===== config.mk =====
export PLATFORM = sky130hd
export DESIGN_NAME = lcd_regs_top
export DESIGN_NICKNAME = d
export VERILOG_FILES = /design/src/rtl/lcd_regs_pkg.sv /design/src/rtl/lcd_regs_ctrl.sv /design/src/rtl/lcd_regs_dp.sv /design/src/rtl/lcd_regs_top.sv
export SDC_FILE = /design/constraint.sdc
export NUM_CORES = 1
export LEC_CHECK = 0
export ABC_AREA = 1
export BUFFER_PORTS_ARGS = -buffer_cell sky130_fd_sc_hd__buf_4
export CORE_MARGIN = 2
export CORE_UTILIZATION = 55
export CTS_BUF_LIST = sky130_fd_sc_hd__clkbuf_4 sky130_fd_sc_hd__clkbuf_8
export CTS_CLUSTER_SIZE = 16
export DETAILED_ROUTE_END_ITERATION = 8
export GPL_ROUTABILITY_DRIVEN = 0
export PLACE_DENSITY = 0.86
export RECOVER_POWER = 50
export SETUP_SLACK_MARGIN = 0.3
export SLEW_MARGIN = 20
export SYNTH_ARGS = -nofsm -noshare
export SYNTH_HDL_FRONTEND = slang
export SYNTH_SLANG_ARGS = --single-unit

===== constraint.sdc =====
create_clock -name clk -period 4.1 [get_ports clk]
set_input_delay 0.615 -clock clk [delete_from_list [all_inputs] [get_ports clk]]
set_output_delay 0.615 -clock clk [all_outputs]
set_load 0.005 [all_outputs]

===== src/rtl/lcd_regs_pkg.sv =====
package lcd_regs_pkg;

  localparam int DATA_W = 32;

  localparam logic [DATA_W-1:0] CTRL_KEEP_MASK = 32'h01CF_F300;
  localparam logic [DATA_W-1:0] CTRL_READ_ONES = 32'hFE00_0C34;
  localparam logic [DATA_W-1:0] TIM0_READ_ONES = 32'h0000_000F;
  localparam logic [DATA_W-1:0] TIM2_READ_ONES = 32'hFC00_0000;
  localparam logic [DATA_W-1:0] SUBP_KEEP_MASK = 32'hA1FF_FFFF;

  localparam int OFF_CTRL = 'h00;
  localparam int OFF_TIM0 = 'h04;
  localparam int OFF_TIM1 = 'h08;
  localparam int OFF_TIM2 = 'h0C;
  localparam int OFF_STAT = 'h10;
  localparam int OFF_SUBP = 'h14;

  typedef enum logic [2:0] {
    SEL_NONE,
    SEL_CTRL,
    SEL_TIM0,
    SEL_TIM1,
    SEL_TIM2,
    SEL_STAT,
    SEL_SUBP
  } rdSel_e;

  typedef struct packed {
    logic   wrCtrl;
    logic   wrTim0;
    logic   wrTim1;
    logic   wrTim2;
    logic   wrSubp;
    logic   rdStrobe;
    rdSel_e rdSel;
  } regStrobes_t;

endpackage


===== src/rtl/lcd_regs_ctrl.sv =====
module lcd_regs_ctrl
  import lcd_regs_pkg::*;
#(
  parameter int ADDR_W = 8
) (
  input  logic              clk,
  input  logic              rst_n,
  input  logic [ADDR_W-1:0] busAddr,
  input  logic              busWrEn,
  input  logic              busRdEn,
  input  logic              wrEnableBit,
  input  logic [1:0]        wrLoadMode,
  input  logic              curEnable,
  input  logic [1:0]        curMask,
  input  logic              engineIdle,
  input  logic              palLoadedPulse,
  input  logic              syncErrPulse,
  output regStrobes_t       strobes,
  output logic              frameDone,
  output logic              paletteDone,
  output logic              syncErr,
  output logic              irq,
  output logic              enableRise,
  output logic              enableFall
);

  localparam logic [ADDR_W-1:0] A_CTRL = ADDR_W'(OFF_CTRL);
  localparam logic [ADDR_W-1:0] A_TIM0 = ADDR_W'(OFF_TIM0);
  localparam logic [ADDR_W-1:0] A_TIM1 = ADDR_W'(OFF_TIM1);
  localparam logic [ADDR_W-1:0] A_TIM2 = ADDR_W'(OFF_TIM2);
  localparam logic [ADDR_W-1:0] A_STAT = ADDR_W'(OFF_STAT);
  localparam logic [ADDR_W-1:0] A_SUBP = ADDR_W'(OFF_SUBP);

  rdSel_e sel;
  logic   goRise;
  logic   goFall;

  always_comb begin
    unique case (busAddr)
      A_CTRL:  sel = SEL_CTRL;
      A_TIM0:  sel = SEL_TIM0;
      A_TIM1:  sel = SEL_TIM1;
      A_TIM2:  sel = SEL_TIM2;
      A_STAT:  sel = SEL_STAT;
      A_SUBP:  sel = SEL_SUBP;
      default: sel = SEL_NONE;
    endcase
  end

  always_comb begin
    strobes.wrCtrl   = busWrEn && (sel == SEL_CTRL);
    strobes.wrTim0   = busWrEn && (sel == SEL_TIM0);
    strobes.wrTim1   = busWrEn && (sel == SEL_TIM1);
    strobes.wrTim2   = busWrEn && (sel == SEL_TIM2);
    strobes.wrSubp   = busWrEn && (sel == SEL_SUBP);
    strobes.rdStrobe = busRdEn;
    strobes.rdSel    = sel;
  end

  // an enable transition needs a written bit that differs from the stored one
  assign goRise = strobes.wrCtrl && wrEnableBit && !curEnable;
  assign goFall = strobes.wrCtrl && !wrEnableBit && curEnable;

  always_ff @(posedge clk) begin
    if (!rst_n) begin
      frameDone   <= 1'b0;
      paletteDone <= 1'b0;
      syncErr     <= 1'b0;
      enableRise  <= 1'b0;
      enableFall  <= 1'b0;
    end else begin
      enableRise <= goRise;
      enableFall <= goFall;
      if (goFall) begin
        syncErr <= 1'b0;
        if (wrLoadMode != 2'd1) frameDone <= 1'b1;
      end
      if (goRise && engineIdle) begin
        frameDone   <= 1'b0;
        paletteDone <= 1'b0;
      end
      // event pulses are applied last so they win over a clear
      if (palLoadedPulse) paletteDone <= 1'b1;
      if (syncErrPulse)   syncErr     <= 1'b1;
    end
  end

  always_ff @(posedge clk) begin
    if (!rst_n) irq <= 1'b0;
    else        irq <= (frameDone & curMask[0]) | (paletteDone & curMask[1]) | syncErr;
  end

endmodule


===== src/rtl/lcd_regs_dp.sv =====
module lcd_regs_dp
  import lcd_regs_pkg::*;
#(
  parameter int LEN_W = 10
) (
  input  logic              clk,
  input  logic              rst_n,
  input  regStrobes_t       strobes,
  input  logic [DATA_W-1:0] busWrData,
  input  logic              frameDone,
  input  logic              paletteDone,
  input  logic              syncErr,
  output logic [DATA_W-1:0] busRdData,
  output logic              ctrlEnable,
  output logic [1:0]        ctrlMask,
  output logic [1:0]        ctrlLoadMode,
  output logic              ctrlTft,
  output logic              ctrlMono
);

  localparam int HI_W  = DATA_W - LEN_W;
  localparam int CNT_W = LEN_W + 1;

  logic [DATA_W-1:0] ctrlKeep;
  logic [DATA_W-1:0] tim2Word;
  logic [DATA_W-1:0] subpWord;
  logic [HI_W-1:0]   timHi  [2];
  logic [CNT_W-1:0]  timLen [2];
  logic [CNT_W-1:0]  timBack[2];
  logic [DATA_W-1:0] timRead[2];
  logic [DATA_W-1:0] rdMux;
  logic [1:0]        timWr;

  assign timWr = {strobes.wrTim1, strobes.wrTim0};

  always_ff @(posedge clk) begin
    if (!rst_n) begin
      ctrlEnable   <= 1'b0;
      ctrlMask     <= '0;
      ctrlLoadMode <= '0;
      ctrlTft      <= 1'b0;
      ctrlMono     <= 1'b0;
      ctrlKeep     <= '0;
    end else if (strobes.wrCtrl) begin
      ctrlLoadMode <= busWrData[21:20];
      ctrlTft      <= busWrData[7];
      ctrlMask     <= busWrData[4:3];
      ctrlMono     <= busWrData[1];
      ctrlEnable   <= busWrData[0];
      ctrlKeep     <= busWrData & CTRL_KEEP_MASK;
    end
  end

  for (genvar t = 0; t < 2; t++) begin : g_tim
    always_ff @(posedge clk) begin
      if (!rst_n) begin
        timHi[t]  <= '0;
        timLen[t] <= '0;
      end else if (timWr[t]) begin
        timHi[t]  <= busWrData[DATA_W-1:LEN_W];
        timLen[t] <= {1'b0, busWrData[LEN_W-1:0]} + CNT_W'(1);
      end
    end
    assign timBack[t] = timLen[t] - CNT_W'(1);
    assign timRead[t] = {timHi[t], timBack[t][LEN_W-1:0]};
  end

  always_ff @(posedge clk) begin
    if (!rst_n) begin
      tim2Word <= '0;
      subpWord <= '0;
    end else begin
      if (strobes.wrTim2) tim2Word <= busWrData;
      if (strobes.wrSubp) subpWord <= busWrData & SUBP_KEEP_MASK;
    end
  end

  always_comb begin
    unique case (strobes.rdSel)
      SEL_CTRL: rdMux = CTRL_READ_ONES | ctrlKeep
                      | (DATA_W'(ctrlTft) << 23) | (DATA_W'(ctrlLoadMode) << 20)
                      | (DATA_W'(ctrlTft) << 7)  | (DATA_W'(ctrlMask) << 3)
                      | (DATA_W'(ctrlMono) << 1) | DATA_W'(ctrlEnable);
      SEL_TIM0: rdMux = timRead[0] | TIM0_READ_ONES;
      SEL_TIM1: rdMux = timRead[1];
      SEL_TIM2: rdMux = tim2Word | TIM2_READ_ONES;
      SEL_STAT: rdMux = (DATA_W'(paletteDone) << 6) | (DATA_W'(syncErr) << 2)
                      | DATA_W'(frameDone);
      SEL_SUBP: rdMux = subpWord;
      default:  rdMux = '0;
    endcase
  end

  always_ff @(posedge clk) begin
    if (!rst_n)                 busRdData <= '0;
    else if (strobes.rdStrobe)  busRdData <= rdMux;
  end

endmodule


===== src/rtl/lcd_regs_top.sv =====
module lcd_regs_top
  import lcd_regs_pkg::*;
#(
  parameter int ADDR_W = 8,
  parameter int LEN_W  = 10
) (
  input  logic              clk,
  input  logic              rst_n,
  input  logic [ADDR_W-1:0] busAddr,
  input  logic [31:0]       busWrData,
  input  logic              busWrEn,
  input  logic              busRdEn,
  output logic [31:0]       busRdData,
  input  logic              engineIdle,
  input  logic              palLoadedPulse,
  input  logic              syncErrPulse,
  output logic              enableRise,
  output logic              enableFall,
  output logic              dispEnable,
  output logic [1:0]        loadMode,
  output logic              tftSel,
  output logic              monoSel,
  output logic              irq
);

  regStrobes_t strobes;
  logic        frameDone;
  logic        paletteDone;
  logic        syncErr;
  logic [1:0]  ctrlMask;

  lcd_regs_ctrl #(.ADDR_W(ADDR_W)) u_ctrl (
    .clk            (clk),
    .rst_n          (rst_n),
    .busAddr        (busAddr),
    .busWrEn        (busWrEn),
    .busRdEn        (busRdEn),
    .wrEnableBit    (busWrData[0]),
    .wrLoadMode     (busWrData[21:20]),
    .curEnable      (dispEnable),
    .curMask        (ctrlMask),
    .engineIdle     (engineIdle),
    .palLoadedPulse (palLoadedPulse),
    .syncErrPulse   (syncErrPulse),
    .strobes        (strobes),
    .frameDone      (frameDone),
    .paletteDone    (paletteDone),
    .syncErr        (syncErr),
    .irq            (irq),
    .enableRise     (enableRise),
    .enableFall     (enableFall)
  );

  lcd_regs_dp #(.LEN_W(LEN_W)) u_dp (
    .clk          (clk),
    .rst_n        (rst_n),
    .strobes      (strobes),
    .busWrData    (busWrData),
    .frameDone    (frameDone),
    .paletteDone  (paletteDone),
    .syncErr      (syncErr),
    .busRdData    (busRdData),
    .ctrlEnable   (dispEnable),
    .ctrlMask     (ctrlMask),
    .ctrlLoadMode (loadMode),
    .ctrlTft      (tftSel),
    .ctrlMono     (monoSel)
  );

endmodule


# Word level (Yosys, flattened, before mapping)
# Memories as Yosys holds them, arrays and structs flattened.
# Cells that the tools add are included.
# totals
mem_count	2
out_inout_bits	40
register_bits	111
ram_bits	66
# memory_table
memory	depth	word_bits	read_ports	rd_clocked_by_memory_dff	write_ports	line	rtl
u_dp.timHi	2	22	2	0	2	lcd_regs_dp.sv:27	logic [HI_W-1:0] timHi [2];
u_dp.timLen	2	11	2	0	2	lcd_regs_dp.sv:28	logic [CNT_W-1:0] timLen [2];
# op_classes
eq_ne	12
addsub	3
bitwise_logic	17
muxes	17
reduce_logical	17
# op_table
operator	n
32-bit one-hot mux with 6 select lines	1
32-bit by 1-bit bitwise OR with 32-bit output	2
22-bit 2-to-1 mux	2
32-bit by 2-bit bitwise OR with 32-bit output	1
32-bit by 22-bit bitwise OR with 32-bit output	1
32-bit by 24-bit bitwise OR with 32-bit output	1
32-bit by 5-bit bitwise OR with 32-bit output	1
32-bit by 8-bit bitwise OR with 32-bit output	1
11-bit 2-to-1 mux	2
10-bit by 1-bit subtractor with 10-bit output, second input constant	2
3-bit one-hot mux with 6 select lines	1
8-bit by 4-bit == test with 1-bit output, second input constant	2
8-bit by 5-bit == test with 1-bit output, second input constant	2
10-bit by 1-bit adder with 11-bit output, second input constant	1
1-bit 2-to-1 mux	11
1-bit logical AND	10
3-bit == test, second input constant	3
8-bit by 3-bit == test with 1-bit output, second input constant	1
8-bit logical NOT	1
7-bit by 3-bit bitwise OR with 7-bit output	1
3-bit by 2-bit == test with 1-bit output, second input constant	2
1-bit bitwise OR	6
2-bit nonzero test	2
3-bit by 1-bit == test with 1-bit output, second input constant	1
6 further kinds	8

# Depth between registers and ports, before layout
# logic_depth
depth_word	9
depth_mapped	12

# By module
# A second synthesis with hierarchy kept.
# hier_totals
cells_unflattened	920
area_unflattened_um2	7589.8
# by_module_without_submodules
module	n_inst	area_each_um2	cells_per_inst
lcd_regs_dp	1	7101.8	842
lcd_regs_ctrl	1	488.0	78

# Least setup slack after synthesis
# OpenSTA, ideal clock, no wires.
# synth_timing
kind	input to register
from	input port busAddr[5]
to	memory u_dp.timHi[0][0] in the netlist's numbering (enable)
setup_time_ps	466
arrival_ps	3606
path_stages	6
required_ps	3634
path_slack_ps	28
path_cell_list	nor2_1 nand2_2 nor2_2 buf_2 inv_1 o21ai_0
# synth_rtl
item	line	rtl
from (decl)	lcd_regs_top.sv:9	input logic [ADDR_W-1:0] busAddr,
to (decl)	lcd_regs_dp.sv:27	

# Worst setup path in the final report
# layout_timing
from	input port busAddr[0]
to	register u_dp.busRdData[10]
# layout_between
elab_chain_cells	4
# layout_rtl
item	line	rtl
8-bit by 5-bit == test with 1-bit output, or another cell as far along	lcd_regs_ctrl.sv:39	unique case (busAddr)
3-bit one-hot mux with 6 select lines (*)	lcd_regs_ctrl.sv:39	
3-bit == test, or another cell as far along	lcd_regs_dp.sv:79	unique case (strobes.rdSel)
32-bit one-hot mux with 6 select lines (*)	lcd_regs_dp.sv:79	
to (signal assigned)	lcd_regs_dp.sv:96	else if (strobes.rdStrobe) busRdData <= rdMux;
to (decl)	lcd_regs_dp.sv:13	output logic [DATA_W-1:0] busRdData,
# Every way passes the cells marked *; elsewhere a longest branch is shown, timed or not.
# A chain may end at the register's enable or synchronous reset.

==> flow_metrics.py <==
metrics = {
    "drt": {
        "routed_wl_mm": 19.8,
        "dr.pass1.iters": 8,
        "vias_per_cell": 5.72,
        "antenna_left": 0,
        "drc": 0,
        "num_vias": 6895,
        "routedWlPerCell_um": 16.5,
        "drt-initial-drc-count": 872,
    },
    "setup_path": {
        "crit_family": "buffers and inverters",
        "crit_start": "busAddr[0]",
        "path_class": "primary input to flop",
        "startpoint_type": "primary input",
        "path_common_cell": "nand2_1",
        "cp_max_fo": 28,
        "critical_path_buf_inv_count": 4,
        "cp.arrival_ps": 3200,
        "slowest_stage": "clkbuf_1",
        "max_stage_delay_ps": 1050,
        "required_ps": 4500,
        "critPathCaptureType": "flop",
        "path_cells": "buf_4, inv_1, nand2_2, nor2_1, nand2_1, inv_1, clkbuf_1, nand2_1, nand4_1, nand2_1, a21oi_1",
        "r2r-start": "u_dp.timLen[1][0]",
    },
    "synth": {
        "synth_warnings": 0,
        "ys_async_sr_fraction_pct": 0,
        "yosysSeqAreaShare_pct": 54.1,
        "synth-compound-area-share_pct": 12.7,
        "yosys.area_share.simple_pct": 24.6,
        "synth_cell_types": 36,
        "synth_top_family_by_area": "simple AND/OR/NAND/NOR gates",
        "synth_area_um2": 7660,
        "synth_edf_count": 64,
        "synth-xor-area-share_pct": 0.915,
        "postSynthCellCount": 949,
        "synth_fp_nets": 998,
        "synth-main-ff-cell": "dfxtp_1",
        "yosys_register_bits": 175,
        "synth_mux_area_share_pct": 0,
        "syn-mean-instance-area_um2": 8.07,
        "synth_fa_ha_area_share_pct": 0.327,
    },
    "cells_and_area": {
        "final_common_cell": "nand2_1",
        "diodes": 0,
        "nets": 1061,
        "syn2layout_area_growth_pct": 13.9,
        "layout_common_cells": "nand2_1, nor2_1, dfxtp_1",
        "instances_no_fill": 1205,
        "drive_gt1_share_pct": 13.0,
        "fin_area_um2": 8720,
    },
    "status": {
        "violations": "capacitance limit, slew limit",
        "status": "complete, but fails checks",
    },
    "grt": {
        "grt_pass1_wl_mm": 32.0,
        "antenna_found_initial": 0,
        "grt_start_max_net_pins": 61,
        "grt_usage_pct": 28.0,
        "grt_pass1_vias": 6546,
        "grt-ovfl-total": 0,
    },
    "die": {
        "num_rows": 43,
        "ios": 87,
        "die_y_um": 122,
        "die_area_um2": 14900,
        "core_um2": 13700,
        "start_util_pct": 55.8,
        "dieWidth_um": 122,
    },
    "cts": {
        "htree_levels": 4,
        "hold_buffers": 0,
        "post-cts-setup-buffers": 0,
        "clockBufferDepth": 2,
        "clk_latency_ps": 470,
        "clk_pin_slew_ps": 90,
        "clockRootBuffer": "clkbuf_8",
        "tritoncts": "done",
        "numCtsBuffers": 17,
        "cts_sinks": 175,
        "cts_resized": 0,
    },
    "power_and_ir_drop": {
        "leakage_nw": 3.52,
        "power_density_nw_per_um2": 375,
        "peakVddDrop_mv": 0.228,
    },
    "timing": {
        "tns_ps": 0,
        "max_slew_margin_pct": -11.2,
        "worst_slew_pin_slew_ps": 1650,
        "fmax_mhz": 358,
        "post-route-period-util_pct": 68.2,
        "setup_viol": 0,
        "skew_ps": 9.03,
        "rsz0062_at_grt": "false",
        "setup_ws_ps": 1300,
        "post-route-min-period_ps": 2800,
        "hold_violations": 0,
        "finalMaxSlewViolations": 9,
    },
    "worst_hold_path": {
        "hold_path.class": "primary input to flop",
        "hp-start": "syncErrPulse",
    },
    "job": {
        "cap_viol_max_count": 1,
    },
    "place": {
        "post-place-ws_ps": 1540,
        "io_buffers": 86,
        "placed_cell_area_um2": 8370,
        "dp_hpwl_mm": 12.9,
        "placed_cells": 1173,
    },
}
## cells in the mapped netlist, types with 3 or more instances
library cell	number	share of area, %
inv_1	70	3.4
nand2_1	212	10
o21ai_0	60	3.9
nor2_1	116	5.7
nand4_1	9	0.73
buf_2	21	1.4
nand3_1	90	5.9
clkbuf_1	24	1.2
nor3_1	4	0.26
dfxtp_1	111	29
nand2_2	3	0.25
edfxtp_1	64	25
nor2_2	3	0.25
buf_4	7	0.69
buf_6	3	0.44
a21oi_1	101	6.6
nor2_4	3	0.44
o21ai_1	19	1.2
xor2_1	6	0.69
inv_2	4	0.20
## worst paths after layout
check	end	slack (ps)	depth (start not counted)
setup / recovery	u_dp.busRdData[10]	1300	11
hold / removal	u_ctrl.syncErr	370	3
setup reg to reg	u_dp.busRdData[8]	2280	10
hold reg to reg	u_dp.subpWord[14]	470	2
## power by group
part	switching (mW)	internal, mW	leakage [nW]
combinational	0.126	0.0599	1.82
clock	0.638	0.598	0.198
sequential	0.0180	1.83	1.50
## registers in the layout, summed over array words and instances (netlist names), 2 cells and up
| signal | count |
|---|---|
| u_dp.ctrlMask | 2 |
| u_dp.tim2Word | 26 |
| u_dp.subpWord | 27 |
| u_dp.ctrlLoadMode | 2 |
| u_dp.timLen | 20 |
| u_dp.busRdData | 32 |
| u_dp.ctrlKeep | 13 |
| u_dp.timHi | 44 |
## tightest hold or removal path: stages
cell and delay, ps:
buf_4 90, a21oi_1 40, nor2_1 70
## cell families after synthesis
group / Yosys count
AND/OR/NAND/NOR: 446
AO/OA/AOI/OAI: 188
flip-flops: 175
buffers and inverters: 130
XOR/XNOR: 8
adder cells (fa/ha/maj): 2
## layout make-up
class	instances	area, um2
multi-input cells	644	2950
clock inverters	15	166
clock buffers	17	234
inverters	75	283
flip-flops and latches	175	4140
repair buffers	99	722
fillers	1186	5000
well taps	180	225
## metal layers
layer  vias to the layer above  share of wire, %  wire length (um)  global-route usage [%]
li1                       3251                 -                 -                       -
met1                      3205                40              7940                    35.2
met2                       384                48              9580                    45.9
met3                        55               9.0              1780                    5.85
met4                         0               2.7               543                    13.6
met5                         -                 0                 0                       0
## per-stage QoR
step,power [mW],utilization (%),hold WS (ps)
2_1_floorplan,1.98,-,425
3_3_place_gp,2.07,61.0,443
3_5_place_dp,2.08,61.0,453
4_1_cts,3.28,63.9,353
5_1_grt,3.37,63.6,368
6_report,3.27,63.6,372
Note: power is estimated with default switching activity, not from simulation.
